**src/rtl/vsg_pkg.sv**
```systemverilog
package vsg_pkg;
   // Field width of every packed 16/16 register half
   localparam int FLD_W    = 16;
   localparam int REG_W    = 2 * FLD_W;
   // Channel register groups are spaced 2**CH_SHIFT apart, group 0 is global
   localparam int CH_SHIFT = 3;

   // Global register addresses
   localparam int ADR_MODE = 0;
   localparam int ADR_HTOT = 1;
   localparam int ADR_VTOT = 2;

   // Per-channel sub-offsets that hold state (others are accepted and dropped)
   localparam int OFS_HZ    = 0;
   localparam int OFS_VLINE = 1;
   localparam int OFS_VSMP  = 3;

   typedef logic [FLD_W-1:0] fld_t;

   typedef struct packed {
      fld_t h_stop;
      fld_t h_start;
      fld_t vl_fall;
      fld_t vl_rise;
      fld_t vs_fall;
      fld_t vs_rise;
   } ch_cfg_t;
endpackage

```
**src/rtl/vsg_regs.sv**
```systemverilog
module vsg_regs
   import vsg_pkg::*;
#(
   parameter int NUM_CH = 4,
   parameter int ADDR_W = 6
) (
   input  logic                     clk,
   input  logic                     rst,
   input  logic                     wr_en,
   input  logic [ADDR_W-1:0]        wr_addr,
   input  logic [REG_W-1:0]         wr_data,
   input  logic                     load,
   output logic                     slave_q,
   output fld_t                     htot_q,
   output fld_t                     vtot_q,
   output ch_cfg_t [NUM_CH-1:0]     cfg_q
);
   localparam int GRP_W = ADDR_W - CH_SHIFT;

   logic slave_s;
   fld_t htot_s, vtot_s;

   // Global registers: pending copy on write, running copy on frame start
   always_ff @(posedge clk) begin
      if (rst) begin
         slave_s <= 1'b0;
         htot_s  <= '0;
         vtot_s  <= '0;
         slave_q <= 1'b0;
         htot_q  <= '0;
         vtot_q  <= '0;
      end else begin
         if (load) begin
            slave_q <= slave_s;
            htot_q  <= htot_s;
            vtot_q  <= vtot_s;
         end
         if (wr_en) begin
            if (wr_addr == ADDR_W'(ADR_MODE)) slave_s <= wr_data[0];
            if (wr_addr == ADDR_W'(ADR_HTOT)) htot_s  <= wr_data[FLD_W-1:0];
            if (wr_addr == ADDR_W'(ADR_VTOT)) vtot_s  <= wr_data[FLD_W-1:0];
         end
      end
   end

   for (genvar c = 0; c < NUM_CH; c++) begin : g_ch
      ch_cfg_t sh, act;
      logic    hit;
      assign hit = wr_en && (wr_addr[ADDR_W-1:CH_SHIFT] == GRP_W'(c + 1));

      always_ff @(posedge clk) begin
         if (rst) begin
            sh  <= '0;
            act <= '0;
         end else begin
            if (load) act <= sh;
            if (hit) begin
               case (wr_addr[CH_SHIFT-1:0])
                  CH_SHIFT'(OFS_HZ):    {sh.h_stop,  sh.h_start} <= wr_data;
                  CH_SHIFT'(OFS_VLINE): {sh.vl_fall, sh.vl_rise} <= wr_data;
                  CH_SHIFT'(OFS_VSMP):  {sh.vs_fall, sh.vs_rise} <= wr_data;
                  default: ;  // bottom-field copies and spare offsets
               endcase
            end
         end
      end
      assign cfg_q[c] = act;
   end

   // the running set moves only on a frame start
   a_r7_hold_between_frames: assert property (@(posedge clk) disable iff (rst)
      !load |=> ($stable(cfg_q) && $stable(htot_q) && $stable(vtot_q) && $stable(slave_q)));
endmodule

```
**src/rtl/vsg_counter.sv**
```systemverilog
module vsg_counter
   import vsg_pkg::*;
(
   input  logic clk,
   input  logic rst,
   input  fld_t htot,
   input  fld_t vtot,
   input  logic restart,
   output fld_t smp,
   output fld_t line,
   output logic frame_end
);
   logic [FLD_W:0] smp_inc;
   logic           line_end;

   assign smp_inc   = {1'b0, smp} + 1'b1;
   assign line_end  = smp_inc >= {1'b0, htot};
   assign frame_end = line_end && (line >= vtot);

   always_ff @(posedge clk) begin
      if (rst || restart) begin
         smp  <= '0;
         line <= FLD_W'(1);
      end else if (line_end) begin
         smp  <= '0;
         line <= frame_end ? FLD_W'(1) : line + 1'b1;
      end else begin
         smp  <= smp_inc[FLD_W-1:0];
      end
   end

   // sample position stays inside the programmed line
   a_r2_sample_in_line: assert property (@(posedge clk) disable iff (rst)
      (htot != '0) |-> (smp < htot));
   // inside a line the sample advances by one per clock
   a_r2_sample_steps: assert property (@(posedge clk) disable iff (rst)
      (!restart && !line_end) |=> (smp == $past(smp) + 1'b1));
   // line numbers are 1-based and never pass the frame height
   a_r3_line_in_frame: assert property (@(posedge clk) disable iff (rst)
      (line != '0) && ((vtot == '0) || (line <= vtot)));
endmodule

```
**src/rtl/vsg_chan.sv**
```systemverilog
module vsg_chan
   import vsg_pkg::*;
(
   input  logic    clk,
   input  logic    rst,
   input  fld_t    smp,
   input  fld_t    line,
   input  ch_cfg_t cfg,
   output logic    hsync,
   output logic    vsync
);
   logic [REG_W-1:0] pos, rise, fall;

   assign pos  = {line, smp};
   assign rise = {cfg.vl_rise, cfg.vs_rise};
   assign fall = {cfg.vl_fall, cfg.vs_fall};

   // Half-open windows; a window whose end precedes its start wraps
   always_comb begin
      if (cfg.h_start <= cfg.h_stop)
         hsync = (smp >= cfg.h_start) && (smp < cfg.h_stop);
      else
         hsync = (smp >= cfg.h_start) || (smp < cfg.h_stop);

      if (rise <= fall)
         vsync = (pos >= rise) && (pos < fall);
      else
         vsync = (pos >= rise) || (pos < fall);
   end

   // an empty horizontal window never pulses
   a_r4_empty_hsync: assert property (@(posedge clk) disable iff (rst)
      (cfg.h_start == cfg.h_stop) |-> !hsync);
   // an empty vertical window never pulses
   a_r6_empty_vsync: assert property (@(posedge clk) disable iff (rst)
      (rise == fall) |-> !vsync);
endmodule

```
**src/rtl/video_sync_gen.sv**
```systemverilog
module video_sync_gen
   import vsg_pkg::*;
#(
   parameter int NUM_CH = 4,
   parameter int ADDR_W = 6
) (
   input  logic              clk,
   input  logic              rst,
   input  logic              wr_en,
   input  logic [ADDR_W-1:0] wr_addr,
   input  logic [31:0]       wr_data,
   input  logic              ext_sync,
   output logic [NUM_CH-1:0] hsync_o,
   output logic [NUM_CH-1:0] vsync_o
);
   localparam int ADDR_SPAN = (NUM_CH + 1) << CH_SHIFT;

   if (NUM_CH < 1 || ADDR_W <= CH_SHIFT || ADDR_SPAN > (1 << ADDR_W)) begin : g_bad_cfg
      $error("video_sync_gen: ADDR_W too small for NUM_CH channel groups");
   end

   logic                  slave_q, restart, frame_end, load;
   fld_t                  htot_q, vtot_q, smp, line;
   ch_cfg_t [NUM_CH-1:0]  cfg_q;

   assign restart = slave_q && ext_sync;
   assign load    = frame_end || restart;

   vsg_regs #(.NUM_CH(NUM_CH), .ADDR_W(ADDR_W)) u_regs (
      .clk(clk), .rst(rst), .wr_en(wr_en), .wr_addr(wr_addr), .wr_data(wr_data),
      .load(load), .slave_q(slave_q), .htot_q(htot_q), .vtot_q(vtot_q), .cfg_q(cfg_q)
   );

   vsg_counter u_cnt (
      .clk(clk), .rst(rst), .htot(htot_q), .vtot(vtot_q), .restart(restart),
      .smp(smp), .line(line), .frame_end(frame_end)
   );

   for (genvar c = 0; c < NUM_CH; c++) begin : g_out
      vsg_chan u_chan (
         .clk(clk), .rst(rst), .smp(smp), .line(line), .cfg(cfg_q[c]),
         .hsync(hsync_o[c]), .vsync(vsync_o[c])
      );
   end

   // an external sync in slave mode restarts the frame
   a_r8_slave_restart: assert property (@(posedge clk) disable iff (rst)
      (slave_q && ext_sync) |=> (smp == '0 && line == FLD_W'(1)));
   // the frame wraps to line 1 after its last line
   a_r3_frame_wrap: assert property (@(posedge clk) disable iff (rst)
      frame_end |=> (smp == '0 && line == FLD_W'(1)));
endmodule

```
**config.mk**
```make
export PLATFORM = sky130hd
export DESIGN_NAME = video_sync_gen
export DESIGN_NICKNAME = d
export VERILOG_FILES = /design/src/rtl/vsg_pkg.sv /design/src/rtl/vsg_regs.sv /design/src/rtl/vsg_counter.sv /design/src/rtl/vsg_chan.sv /design/src/rtl/video_sync_gen.sv
export SDC_FILE = /design/constraint.sdc
export NUM_CORES = 2
export LEC_CHECK = 0
export CAP_MARGIN = 20
export CORE_ASPECT_RATIO = 1.75
export CORE_UTILIZATION = 45
export CTS_BUF_LIST = sky130_fd_sc_hd__clkbuf_4
export DETAILED_ROUTE_END_ITERATION = 7
export DONT_BUFFER_PORTS = 1
export GPL_ROUTABILITY_DRIVEN = 0
export PLACE_DENSITY_LB_ADDON = 0.1
export SKIP_LAST_GASP = 1
export SLEW_MARGIN = 10
export SYNTH_ARGS = -nofsm -noshare
export SYNTH_HDL_FRONTEND = slang
export SYNTH_SLANG_ARGS = --single-unit
```
**constraint.sdc**
```tcl
create_clock -name clk -period 5.39 [get_ports clk]
set_input_delay 1.078 -clock clk [delete_from_list [all_inputs] [get_ports clk]]
set_output_delay 1.078 -clock clk [all_outputs]
set_load 0.05 [all_outputs]
```
Yosys cells after proc, flatten, opt, wreduce, memory -nomap -nowiden
Index checks and enable logic that the tools add are counted.
{"block": "word_totals", "reg_bits": 866, "inputBits": 42, "output_inout_bits": 8, "wordCells": 143}
{"block": "op_classes", "n_addsub": 2, "order_cmp": 26, "n_eq_ne": 8, "n_mux": 9, "reduce_logical": 42}
{"cell": "$ge A32 B32 Y1", "n": 4}
{"cell": "$le A32 B32 Y1", "n": 4}
{"cell": "$lt A32 B32 Y1", "n": 4}
{"cell": "$ge A16 B16 Y1", "n": 5}
{"cell": "$le A16 B16 Y1", "n": 4}
{"cell": "$lt A16 B16 Y1", "n": 4}
{"cell": "$reduce_and A2 Y1", "n": 15}
{"cell": "$add A16 B1 Y17 const B", "n": 1}
{"cell": "$ge A17 B16 Y1", "n": 1}
{"cell": "$add A16 B1 Y16 const B", "n": 1}
{"cell": "$mux W16", "n": 1}
{"cell": "$logic_and A1 B1 Y1", "n": 14}
{"cell": "$logic_or A1 B1 Y1", "n": 10}
{"cell": "$eq A3 B2 Y1 const B", "n": 3}
{"cell": "$mux W1", "n": 8}
{"cell": "$eq A3 B1 Y1 const B", "n": 2}
{"cell": "$eq A6 B1 Y1 const B", "n": 1}
{"cell": "$eq A6 B2 Y1 const B", "n": 1}
{"cell": "$logic_not A6 Y1", "n": 1}
{"cell": "$eq A3 B3 Y1 const B", "n": 1}
{"cell": "$logic_not A3 Y1", "n": 1}
{"cell": "$reduce_or A2 Y1", "n": 1}

Logic depth before layout (Yosys ltp)
{"block": "depth", "depth_word": 4, "ltp_mapped": 19, "mapped_depth_nobuf": 15}

Modules after synthesis
A second synthesis with hierarchy kept.
{"block": "hier_totals", "cells_unflattened": 4857, "area_unflattened_um2": 46268.1}
{"mod": "vsg_regs", "n_inst": 1, "cells_per_inst": 2774, "area_each_um2": 30431.7, "seq_area_each_um2": 16696.0}
{"mod": "vsg_chan", "n_inst": 4, "cells_per_inst": 446, "area_each_um2": 3338.2, "seq_area_each_um2": 0.0}
{"mod": "vsg_counter", "n_inst": 1, "cells_per_inst": 297, "area_each_um2": 2469.9, "seq_area_each_um2": 640.6}
{"mod": "video_sync_gen", "n_inst": 1, "cells_per_inst": 2, "area_each_um2": 13.8, "seq_area_each_um2": 0.0}

Worst setup path before layout
OpenSTA, ideal clock, no wires.
{"block": "synth_path", "path_type": "register -> register", "startpoint": "reg u_cnt.smp[1]", "endpoint": "reg u_cnt.line[0]", "setup_time_ns": 0.127, "arrival_time_ns": 3.867, "setup_slack_ns": 1.396, "path_stages_with_launch": 19, "path_buffers": 3, "synth_period_minus_slack_ns": 3.994, "path_cell_list": "dfxtp_1 > ha_1 > nand2_1 > nor2_1 > and3_1 > clkbuf_1 > nand3_1 > xnor2_1 > ha_1 > a21oi_1 > nor2b_1 > o21ai_0 > nand2b_1 > o21bai_1 > a2bb2oi_2 > buf_6 > or2_1 > clkbuf_1 > or3_1"}
{"block": "synth_via", "elab_chain_cells": 4}
{"item": "start, declared", "line_no": "vsg_counter.sv:9", "rtl": "output fld_t smp,"}
{"item": "start signal, assigned", "line_no": "vsg_counter.sv:28", "rtl": "smp <= smp_inc[FLD_W-1:0];"}
{"item": "$add A16 B1 Y17 (*)", "line_no": "vsg_counter.sv:16", "rtl": "assign smp_inc = {1'b0, smp} + 1'b1;"}
{"item": "via u_cnt.smp_inc[10]", "line_no": "vsg_counter.sv:13", "rtl": "logic [FLD_W:0] smp_inc;"}
{"item": "$ge A17 B16 Y1 (*)", "line_no": "vsg_counter.sv:17", "rtl": "assign line_end = smp_inc >= {1'b0, htot};"}
{"item": "$logic_and A1 B1 Y1", "line_no": "vsg_counter.sv:18", "rtl": "assign frame_end = line_end && (line >= vtot);"}
{"item": "$mux W16", "line_no": "vsg_counter.sv:26", "rtl": "line <= frame_end ? FLD_W'(1) : line + 1'b1;"}
{"item": "end signal, assigned", "line_no": "vsg_counter.sv:26"}
{"item": "end, declared", "line_no": "vsg_counter.sv:10", "rtl": "output fld_t line,"}
Mark *: on every way through the listed nets, which the timed path passes. The rest lies on a longest branch.
A chain may end at the register's enable or synchronous reset.

Worst setup path after layout
{"block": "layout_path", "startpoint": "reg u_cnt.smp[0]", "endpoint": "out hsync_o[0]"}
{"block": "layout_via", "elab_chain_cells": 3, "word_cells_on_any_way": 5, "classes_between": "2 x order compare; 1 x mux; 2 x reduce/logical"}
{"item": "$ge A16 B16 Y1 / $lt A16 B16 Y1 (equally long branches)", "line_no": "vsg_chan.sv:21, vsg_chan.sv:23"}
{"item": "$logic_or A1 B1 Y1 / $logic_and A1 B1 Y1 (equally long branches)", "line_no": "vsg_chan.sv:23, vsg_chan.sv:21"}
{"item": "$mux W1 (*)", "line_no": "vsg_chan.sv:20", "rtl": "if (cfg.h_start <= cfg.h_stop)"}
{"item": "end, declared", "line_no": "video_sync_gen.sv:13", "rtl": "output logic [NUM_CH-1:0] hsync_o,"}
Every way passes the cells marked *; elsewhere a longest branch is shown, timed or not.

==> impl_metrics.tcl <==
set metrics [dict create \
    run_status "finished, final reports clean" \
    layout-drive-gt1-share_pct 8.26 \
    clock-skew-final_ns 0.0691 \
    yosys_most_used_dff "sky130_fd_sc_hd__dfxtp_1" \
    critPathLaunchType "flip-flop" \
    post_synth_main_area_contributors "sky130_fd_sc_hd__dfxtp_1 37%, sky130_fd_sc_hd__ha_1 16%, sky130_fd_sc_hd__a21oi_1 11%" \
    crit_start "u_cnt.smp[0]" \
    final.min_clock_period_ns 5.27 \
    max-clock-path-buffers 3 \
    synth-edff-count 0 \
    netlist_area_mm2 0.0464 \
    drc 0 \
    grt_first_pass_wirelength_um 247000 \
    synthArstFlopShare_pct 0 \
    rsz_0062_raised_after_global_routing "yes" \
    peakVddDrop_uv 214 \
    io_pins 50 \
    ys_seq_elements 866 \
    route.detailed.vias_per_inst 5.69 \
    layout.filler_cells 10000 \
    clock_insertion_delay_worst_skew_ns 1.23 \
    timing.critical_path.arrival_ns 4.19 \
    synthDistinctLibCells 62 \
    end_kind "primary output" \
    vias 41600 \
    cts.sinks 866 \
    post_synth_inst_count 5800 \
    grt_max_degree 297 \
    static-leakage-power_nw 19.5 \
    initial_utilization_pct 45.5 \
    worstPathRequired_ns 4.31 \
    tritoncts.num_buffers 207 \
    area.sequential_mm2 0.0174 \
    clock_tree_from_tritoncts "done" \
    cts.reportedPaths.clkPinSlew_ns 0.07 \
    die_width_um 245 \
    synth_common_cells "978 x sky130_fd_sc_hd__a21oi_1, 870 x sky130_fd_sc_hd__nand2_1, 866 x sky130_fd_sc_hd__dfxtp_1" \
    regToRegStartpoint "u_cnt.smp[0]" \
    final_core_density_pct 50.5 \
    yosys.area.top_type_share_pct 37.4 \
    worst_hold_startpoint "ext_sync" \
    post-place-cells 6822 \
    root_buffer "sky130_fd_sc_hd__clkbuf_4" \
    floorplan.die_area_mm2 0.104 \
    ant_nets 0 \
    setup-violations-final 0 \
    timing_hold_violations_final 0 \
    post_synthesis_cell_type_with_the_largest_combined_area "sky130_fd_sc_hd__dfxtp_1" \
    clock_tree.htree_level_count 4 \
    fin_crit_sh_pct 97.8 \
    design.final.nets 6471 \
    floorplan.core_area_mm2 0.102 \
    timing.max_cap.violations 0 \
    detailed_place_hpwl_um 99600 \
    synth.most_common_cell "sky130_fd_sc_hd__a21oi_1" \
    fin_cells 7312 \
    tightest_slew_ns 1.32 \
    fin_hold_ws_ns 0.146 \
    max_clock_freq_mhz 190 \
    syn_to_final_growth_pct 11.1 \
    multi_input_combinational_cell_area_mm2 0.0258 \
    first_iter_violations 3227 \
    cp_max_fo 7 \
    vias_in_the_first_global_route 40200 \
    hp-class "in2reg" \
    wl_per_cell_um 22.7 \
    syn_nets 6444 \
    placement.io_buffers 0 \
    dieHeight_um 427 \
    syn_area_per_cell_um2 7.99 \
    yosysSeqAreaShare_pct 37.4 \
    wirelength_um 166000 \
    std_cell_rows 155 \
    worst-setup-path-type "reg2out" \
    first_pass_iters 6 \
    gr-usage-all-layers_pct 31.6 \
    power-per-cell-area_mw_per_mm2 258 \
    gr-total-overflow 0 \
    timing.final.max_slew_violations 0 \
    timing.max_slew.rel_slack_pct 12.2 \
    ys.warnings.count 0 \
    antenna_found_initial 9 \
]
-- metal layers --
layer	up-vias	part of all wire [%]	global-route usage [%]
met1	19800	38	34.8
met4	2	7.1	21.6
li1	20200	-	-
met5	-	0.0078	0
met2	1199	49	54.2
met3	447	6.0	6.33
-- worst paths after layout --
check	end	slack (ns)	cells past startpoint
hold reg to reg	u_regs.cfg_q[257]	0.43	2
hold / removal	u_regs.slave_q	0.15	2
setup reg to reg	u_regs.cfg_q[40]	0.61	17
setup / recovery	hsync_o[0]	0.12	11
-- state kept, by name, indices dropped and copies added (netlist names), 16 cells and up --
signal          count
u_regs.cfg_q      384
u_regs.g_ch.sh    384
u_cnt.line         16
u_cnt.smp          16
u_regs.htot_q      16
u_regs.htot_s      16
u_regs.vtot_q      16
u_regs.vtot_s      16
-- area by class of cell --
type / instances / area share (%)
Inverter: 418 / 3.05
Clock buffer: 287 / 4.18
Tap cell: 1334 / 3.24
Multi-Input combinational cell: 4109 / 50.0
Clock inverter: 63 / 0.690
Sequential cell: 866 / 33.7
Timing Repair Buffer: 225 / 5.11
Antenna cell: 10 / 0.0486
-- where the power goes --
group	total, mW	internal, mW	switching, mW
sequential	6.44	6.42	0.0234
clock	5.38	2.55	2.83
combinational	1.46	0.324	1.14
-- per-stage QoR --
step                      setup WS [ns]  power [mW]  cell area [µm²]  TNS, ns
after detailed placement          0.247        7.66            47100        0
after CTS                       -0.0966        13.4            51400  -0.0966
after global placement           -0.135        7.65            47100   -0.135
after global routing            -0.0165        13.8            51500  -0.0165
after floorplan                    1.40        7.56            46400        0
final                             0.121        13.3            51500        0
-- critical path, stage by stage, from the launching register on --
cell,delay (ns)
sky130_fd_sc_hd__dfxtp_4,0.38
sky130_fd_sc_hd__clkinvlp_4,0.12
sky130_fd_sc_hd__buf_4,0.22
sky130_fd_sc_hd__buf_4,0.15
sky130_fd_sc_hd__a21boi_0,0.08
sky130_fd_sc_hd__o21a_1,0.17
sky130_fd_sc_hd__o21ai_0,0.31
sky130_fd_sc_hd__a21oi_1,0.11
sky130_fd_sc_hd__or4_1,0.42
sky130_fd_sc_hd__a211oi_1,0.31
sky130_fd_sc_hd__maj3_2,0.41
sky130_fd_sc_hd__buf_4,0.27
-- cells in the final DEF, fill, tap and decap left out, types with 7 or more instances in the layout --
master / count
sky130_fd_sc_hd__a2111oi_0: 20
sky130_fd_sc_hd__nor4_1: 10
sky130_fd_sc_hd__a21oi_1: 977
sky130_fd_sc_hd__clkinv_2: 7
sky130_fd_sc_hd__and3_1: 15
sky130_fd_sc_hd__dlygate4sd3_1: 90
sky130_fd_sc_hd__buf_12: 41
sky130_fd_sc_hd__nand2_1: 869
sky130_fd_sc_hd__clkbuf_4: 287
sky130_fd_sc_hd__xnor2_1: 24
sky130_fd_sc_hd__buf_4: 82
sky130_fd_sc_hd__o21ai_0: 529
sky130_fd_sc_hd__buf_16: 10
sky130_fd_sc_hd__o21a_1: 19
sky130_fd_sc_hd__a211oi_1: 23
sky130_fd_sc_hd__clkinv_1: 41
sky130_fd_sc_hd__a21boi_0: 9
sky130_fd_sc_hd__nor2_1: 118
sky130_fd_sc_hd__nand2b_1: 14
sky130_fd_sc_hd__and4_1: 7
sky130_fd_sc_hd__clkinvlp_4: 7
sky130_fd_sc_hd__nand3_1: 29
sky130_fd_sc_hd__dfxtp_1: 852
sky130_fd_sc_hd__nor2b_1: 42
sky130_fd_sc_hd__inv_1: 417
sky130_fd_sc_hd__ha_1: 602
sky130_fd_sc_hd__diode_2: 10
sky130_fd_sc_hd__dfxtp_2: 11
sky130_fd_sc_hd__or3_1: 411
sky130_fd_sc_hd__a21o_1: 119
sky130_fd_sc_hd__nor3_1: 41
sky130_fd_sc_hd__mux2i_1: 17
sky130_fd_sc_hd__nand4_1: 98
-- logic make-up after synthesis --
group / Yosys count / synth area share [%]
AOI/OAI and AO/OA: 1759 / 20.5
and+or+nand+nor: 1694 / 17.4
DFF: 866 / 37.4
buffers and inverters: 825 / 7.30
adders and majority gates: 610 / 16.4
xor gates and xnor gates: 29 / 0.548
muxes: 17 / 0.367
-- repair_timing --
action	in CTS	in global routing
hold buffers	126	0
gates resized for setup	27	17
pin swaps	1	2
buffers inserted	3	0
endpoints found under the setup margin	8	6
hold endpoints to repair	603	0
Power figures use the tool's default switching activity.
